`config.mk`:
```
export PLATFORM = sky130hd
export DESIGN_NAME = pcm_law_expander
export DESIGN_NICKNAME = d
export VERILOG_FILES = /design/src/rtl/pcm_exp_pkg.sv /design/src/rtl/pcm_exp_unmask.sv /design/src/rtl/pcm_exp_mag_lut.sv /design/src/rtl/pcm_exp_sign_reg.sv /design/src/rtl/pcm_law_expander.sv
export SDC_FILE = /design/constraint.sdc
export NUM_CORES = 1
export LEC_CHECK = 0
export ABC_AREA = 1
export ABC_CLOCK_PERIOD_IN_PS = 1650
export CORE_ASPECT_RATIO = 1.75
export CORE_MARGIN = 2
export CORE_UTILIZATION = 35
export CTS_CLUSTER_SIZE = 40
export DETAILED_ROUTE_END_ITERATION = 10
export PLACE_DENSITY = 0.66
export SYNTH_ARGS = -nofsm -noshare
export SYNTH_HDL_FRONTEND = slang
export SYNTH_SLANG_ARGS = --single-unit
export TNS_END_PERCENT = 30
```
`constraint.sdc`:
```
create_clock -name clk -period 1.65 [get_ports clk]
set_input_delay 0.33 -clock clk [delete_from_list [all_inputs] [get_ports clk]]
set_output_delay 0.33 -clock clk [all_outputs]
set_load 0.01 [all_outputs]
```
`src/rtl/pcm_exp_pkg.sv`:
```
package pcm_exp_pkg;
  localparam int CODE_W = 8;
  localparam int IDX_W  = CODE_W - 1;
  localparam int LIN_W  = 14;
  localparam int MAG_W  = LIN_W - 1;
  localparam int N_IDX  = 1 << IDX_W;

  typedef enum logic {LAW_MU = 1'b0, LAW_A = 1'b1} law_e;

  localparam logic [CODE_W-1:0] INV_A  = 8'h55;
  localparam logic [CODE_W-1:0] INV_MU = 8'h7F;

  typedef struct packed {
    logic             pos;
    logic [IDX_W-1:0] idx;
  } split_t;

  // mu-law magnitude at native 14-bit scale
  function automatic logic [15:0] mu_mag(input logic [IDX_W-1:0] idx);
    logic [15:0] base;
    base = {11'd0, idx[3:0], 1'b0} + 16'd33;
    return (base << idx[6:4]) - 16'd33;
  endfunction

  // A-law magnitude, already doubled to the common range
  function automatic logic [15:0] a_mag(input logic [IDX_W-1:0] idx);
    logic [15:0] base;
    if (idx[6:4] == 3'd0) begin
      base = {11'd0, idx[3:0], 1'b1};
    end else begin
      base = ({11'd0, idx[3:0], 1'b0} + 16'd33) << (idx[6:4] - 3'd1);
    end
    return {base[14:0], 1'b0};
  endfunction
endpackage

```
`src/rtl/pcm_exp_unmask.sv`:
```
module pcm_exp_unmask
  import pcm_exp_pkg::*;
(
  input  logic              law_a,
  input  logic [CODE_W-1:0] code,
  output split_t            fields
);
  logic [CODE_W-1:0] inv_pat;
  logic [CODE_W-1:0] plain;

  always_comb begin
    inv_pat = law_a ? INV_A : INV_MU;
    plain   = code ^ inv_pat;
    fields.pos = plain[CODE_W-1];
    fields.idx = plain[IDX_W-1:0];
  end
endmodule

```
`src/rtl/pcm_exp_mag_lut.sv`:
```
module pcm_exp_mag_lut
  import pcm_exp_pkg::*;
(
  input  logic             law_a,
  input  logic [IDX_W-1:0] idx,
  output logic [MAG_W-1:0] mag
);
  logic [MAG_W-1:0] mu_tab [N_IDX];
  logic [MAG_W-1:0] a_tab  [N_IDX];

  for (genvar g = 0; g < N_IDX; g++) begin : g_tab
    localparam logic [15:0] MU_V = mu_mag(IDX_W'(g));
    localparam logic [15:0] A_V  = a_mag(IDX_W'(g));
    assign mu_tab[g] = MU_V[MAG_W-1:0];
    assign a_tab[g]  = A_V[MAG_W-1:0];
  end

  always_comb begin
    mag = law_a ? a_tab[idx] : mu_tab[idx];
  end
endmodule

```
`src/rtl/pcm_exp_sign_reg.sv`:
```
module pcm_exp_sign_reg
  import pcm_exp_pkg::*;
(
  input  logic             clk,
  input  logic             rst_n,
  input  logic             in_valid,
  input  logic             pos,
  input  logic [MAG_W-1:0] mag,
  output logic             out_valid,
  output logic [LIN_W-1:0] lin
);
  logic [LIN_W-1:0] signed_val;
  logic [LIN_W-1:0] lin_d, lin_q;
  logic             vld_d, vld_q;

  always_comb begin
    signed_val = pos ? {1'b0, mag} : (~{1'b0, mag} + LIN_W'(1));
    lin_d      = in_valid ? signed_val : lin_q;
    vld_d      = in_valid;
  end

  always_ff @(posedge clk or negedge rst_n) begin
    if (!rst_n) begin
      lin_q <= '0;
      vld_q <= 1'b0;
    end else begin
      lin_q <= lin_d;
      vld_q <= vld_d;
    end
  end

  assign lin       = lin_q;
  assign out_valid = vld_q;

  assert_valid_follows_R5: assert property (@(posedge clk) disable iff (!rst_n)
    in_valid |=> out_valid);
  assert_no_spurious_valid_R5: assert property (@(posedge clk) disable iff (!rst_n)
    !in_valid |=> !out_valid);
  assert_hold_when_idle_R6: assert property (@(posedge clk) disable iff (!rst_n)
    !in_valid |=> $stable(lin));
  assert_neg_sign_R2: assert property (@(posedge clk) disable iff (!rst_n)
    (in_valid && !pos && mag != '0) |=> lin[LIN_W-1]);
  assert_pos_sign_R2: assert property (@(posedge clk) disable iff (!rst_n)
    (in_valid && pos) |=> !lin[LIN_W-1]);
endmodule

```
`src/rtl/pcm_law_expander.sv`:
```
module pcm_law_expander
  import pcm_exp_pkg::*;
#(
  parameter int EXT_W = 16
) (
  input  logic              clk,
  input  logic              rst_n,
  input  logic              in_valid,
  input  logic              law_sel,
  input  logic [CODE_W-1:0] code,
  output logic              out_valid,
  output logic [LIN_W-1:0]  lin14,
  output logic [EXT_W-1:0]  lin16
);
  localparam int PAD_W = EXT_W - LIN_W;

  logic [1:0]       rst_pipe;
  logic             rst_sync_n;
  split_t           fields;
  logic [MAG_W-1:0] mag;

  always_ff @(posedge clk or negedge rst_n) begin
    if (!rst_n) rst_pipe <= 2'b00;
    else        rst_pipe <= {rst_pipe[0], 1'b1};
  end
  assign rst_sync_n = rst_pipe[1];

  pcm_exp_unmask u_unmask (
    .law_a  (law_sel),
    .code   (code),
    .fields (fields)
  );

  pcm_exp_mag_lut u_lut (
    .law_a (law_sel),
    .idx   (fields.idx),
    .mag   (mag)
  );

  pcm_exp_sign_reg u_out (
    .clk       (clk),
    .rst_n     (rst_sync_n),
    .in_valid  (in_valid),
    .pos       (fields.pos),
    .mag       (mag),
    .out_valid (out_valid),
    .lin       (lin14)
  );

  if (PAD_W > 0) begin : g_ext
    assign lin16 = {{PAD_W{lin14[LIN_W-1]}}, lin14};
  end else begin : g_noext
    assign lin16 = lin14[EXT_W-1:0];
  end

  assert_a_even_R4: assert property (@(posedge clk) disable iff (!rst_sync_n)
    (in_valid && law_sel == LAW_A) |=> !lin14[0]);
  assert_mu_mag_range_R3: assert property (@(posedge clk) disable iff (!rst_sync_n)
    (in_valid && law_sel == LAW_MU && !fields.pos) |-> mag <= MAG_W'(8031));
  assert_mu_zero_code_R1: assert property (@(posedge clk) disable iff (!rst_sync_n)
    (in_valid && law_sel == LAW_MU && code == 8'hFF) |=> lin14 == '0);
  assert_ext_match_R7: assert property (@(posedge clk) disable iff (!rst_sync_n)
    out_valid |-> $signed(lin16) == EXT_W'($signed(lin14)));
endmodule

```
==> flow_metrics.env <==
export IMPL_status="complete, but fails checks"
export IMPL_violations="negative setup slack"
export IMPL_grt_antenna_before_repair=0
export IMPL_grt_overflow_total=0
export IMPL_grt_total_usage=0.222
export IMPL_post_dp_hpwl_mm=4.73
export IMPL_power_frac_comb=0.541
export IMPL_drt_iter0_drc=48
export IMPL_swShare=0.371
export IMPL_yosysMostFrequentCell="nand2_1"
export IMPL_drc=0
export IMPL_cp_required_ps=1800
export IMPL_ios=43
export IMPL_cts_buffers=3
export IMPL_total_power_mw=1.80
export IMPL_ctsRootBufferMaster="clkbuf_8"
export IMPL_synth_nets=314
export IMPL_slew_violations=0
export IMPL_leakagePower_nw=1.49
export IMPL_syn_area_sq_um=1770
export IMPL_worstPathArrival_ps=1890
export IMPL_setup_viol=9
export IMPL_cts_hold_buf=0
export IMPL_routed_via_density=5.03
export IMPL_setup_worst_path_start_class="input port"
export IMPL_regToRegEndpoint="u_out.lin[13]"
export IMPL_start_util=0.360
export IMPL_clock_path_buffers=2
export IMPL_slowest_delay_ps=270
export IMPL_fin_skew_ps=1.95
export IMPL_clock_sinks=17
export IMPL_detail_route_antenna_nets=0
export IMPL_critPathKind="input port to register"
export IMPL_wl_per_cell_um=13.4
export IMPL_diodes=0
export IMPL_synthFlopType="dfrtp_1"
export IMPL_cpMaxStageDelayCell="ha_4"
export IMPL_synth_area_top_cells="dfrtp_1 (24%), nand2_1 (22%), nand3_1 (13%)"
export IMPL_rsz0062_at_grt="yes"
export IMPL_cp_max_fo=5
export IMPL_r2r_start="u_out.lin[13]"
export IMPL_synth_cell_types=29
export IMPL_multi_input_area_sq_um=1310
export IMPL_critical_path_top_delay_family="simple AND/OR/NAND/NOR gates"
export IMPL_regArea_sq_um=425
export IMPL_synth_edf_count=0
export IMPL_path_clk_slew_ps=60
export IMPL_row_count=34
export IMPL_max_slew_worst_pin_slew_ps=581
export IMPL_netlist_instances=299
export IMPL_dpl_instance_area_sq_um=2610
export IMPL_postSynthAreaPerCell_sq_um=5.93
export IMPL_endpoint_kind="register"
export IMPL_detail_route_first_pass_iterations=4
export IMPL_finalHoldViolCount=0
export IMPL_async_flop_share=1.00
export IMPL_fin_area_sq_um=2910
export IMPL_drv_cap=0
export IMPL_synth_top_cells_by_count="nand2_1 (104), nand3_1 (46), inv_1 (27), nor2_1 (27), dfrtp_1 (17)"
export IMPL_clkPwrFrac=0.173
export IMPL_die_area_sq_um=5680
export IMPL_ys_seq_area_frac=0.240
export IMPL_intPower_mw=1.13
export IMPL_rrSetupSlack_ps=990
export IMPL_p_seq_frac=0.286
export IMPL_fin_crit_sh=1.05
export IMPL_synth_seq_cells=17
export IMPL_routed_wl_mm=5.82
export IMPL_cts_htree_levels=1
export IMPL_synth_warnings=0
export IMPL_die_h_um=98.2
export IMPL_insertion_delay_ps=260
export IMPL_peakVddDrop_v=0.000566
export IMPL_final_nets=397
export IMPL_grt_max_degree=16
export IMPL_fillers=493
export IMPL_post_route_min_period_ps=1740
export IMPL_grt_pass1_vias=2247
export IMPL_num_vias=2186
export IMPL_switchingPower_mw=0.668
export IMPL_reg2reg_depth=2
export IMPL_relSlewSlack=0.612
export IMPL_area_growth_pct=64.0
export IMPL_hold_slack_ps=228
export IMPL_synth_top_area_share=0.240
export IMPL_max_freq_mhz=576
export IMPL_die_x_um=57.8
export IMPL_yosysTopAreaCell="dfrtp_1"
export IMPL_cp_cell_sequence="buf_8 > buf_6 > nand2_4 > nand2_4 > ha_4 > o21ai_1 > nand2_1 > nand3_1 > nand2_1 > inv_1 > nand2_2 > nand2_4 > nor2_4 > nand2_2 > nand2_2 > nand3_2 > nand3_2 > nand2_1"
export IMPL_setup_ws_ps=-87.2
export IMPL_cts_tree="built"
export IMPL_io_buffers=42
export IMPL_placeableCoreArea_sq_um=4930
export IMPL_hp_class="input port to async pin"
export IMPL_path_buf_inv=3
export IMPL_p_per_area_nw_per_um2=619
export IMPL_final_layout_size_suffix_gt1_frac=0.367
export IMPL_grt_pass1_wl_mm=9.96
export IMPL_globalplace_congestion=0.955
placed cells by master (no fill, tap or decap), types with 4 or more instances in the layout:
master,synthesis,routed
buf_12,0,4
buf_2,2,4
buf_4,16,50
buf_6,3,6
clkdlybuf4s50_1,0,34
dfrtp_1,17,17
inv_1,27,21
inv_2,6,9
nand2_1,104,84
nand2_2,5,17
nand2_4,2,9
nand3_1,46,35
nand3_2,1,10
nor2_1,27,20
nor2_4,1,7
o21ai_0,12,9
kinds of logic (layout without fill, tap and decap cells):
logic type                 count (synthesis)  in the layout  synth area share
other                                      1              1           0.00211
xor gates and xnor gates                   3              3            0.0148
and+or+nand+nor                          195            195             0.480
adders and majority gates                  3              3            0.0212
DFF                                       17             17             0.240
AOI/OAI and AO/OA                         22             22            0.0712
buffers and inverters                     58            140             0.171
per-stage QoR:
step | TNS [ps] | worst slack (ps) | instances | util
6_report | -486 | -87.2 | 435 | 0.590
5_1_grt | -2190 | -270 | 435 | 0.590
3_5_place_dp | -9940 | -861 | 425 | 0.529
4_1_cts | -411 | -67.8 | 433 | 0.571
3_3_place_gp | -9540 | -840 | 425 | 0.529
2_1_floorplan | -665 | -97.1 | 299 | -
flip-flops by register name, summed over array words and instances (netlist names):
name / cells
rst_pipe: 2
u_out.lin: 14
u_out.out_valid: 1
per-layer routing:
metal | global-route usage | part of all wire | up-vias
li1 | - | - | 1089
met1 | 0.205 | 0.32 | 994
met2 | 0.431 | 0.58 | 74
met3 | 0.0159 | 0.028 | 29
met4 | 0.156 | 0.067 | 0
met5 | 0 | 0 | -
cell type report:
| type | count | share of cell area |
|---|---|---|
| Sequential cell | 17 | 0.146 |
| Inverter | 34 | 0.0464 |
| Clock inverter | 1 | 0.00172 |
| Timing Repair Buffer | 102 | 0.319 |
| Clock buffer | 3 | 0.0142 |
| Tap cell | 54 | 0.0232 |
| Multi-Input combinational cell | 224 | 0.449 |
power by group through the flow:
stage                     logic (mW)  clock network, mW  registers (mW)
final                          0.975              0.311           0.515
after global placement         0.858                  0           0.520
after floorplan                0.455                  0           0.541
after CTS                      0.927              0.313           0.518
after global routing            1.07              0.333           0.525
after detailed placement       0.864                  0           0.525
what timing repair did:
item | CTS | global route
endpoints found under the setup margin | 13 | 12
setup buffers | 4 | 2
resized for setup | 75 | 21
pin swaps | 39 | 13
worst max path at each step:
stage	start	endpoint	slack (ps)	cells after the start
floorplan	law_sel	u_out.lin[11]	-100	18
global placement	code[0]	u_out.lin[10]	-840	15
detailed placement	law_sel	u_out.lin[10]	-860	16
CTS	law_sel	u_out.lin[9]	-70	18
global route	law_sel	u_out.lin[5]	-270	15
finish	law_sel	u_out.lin[9]	-90	18
(Power assumes the default switching activity.)
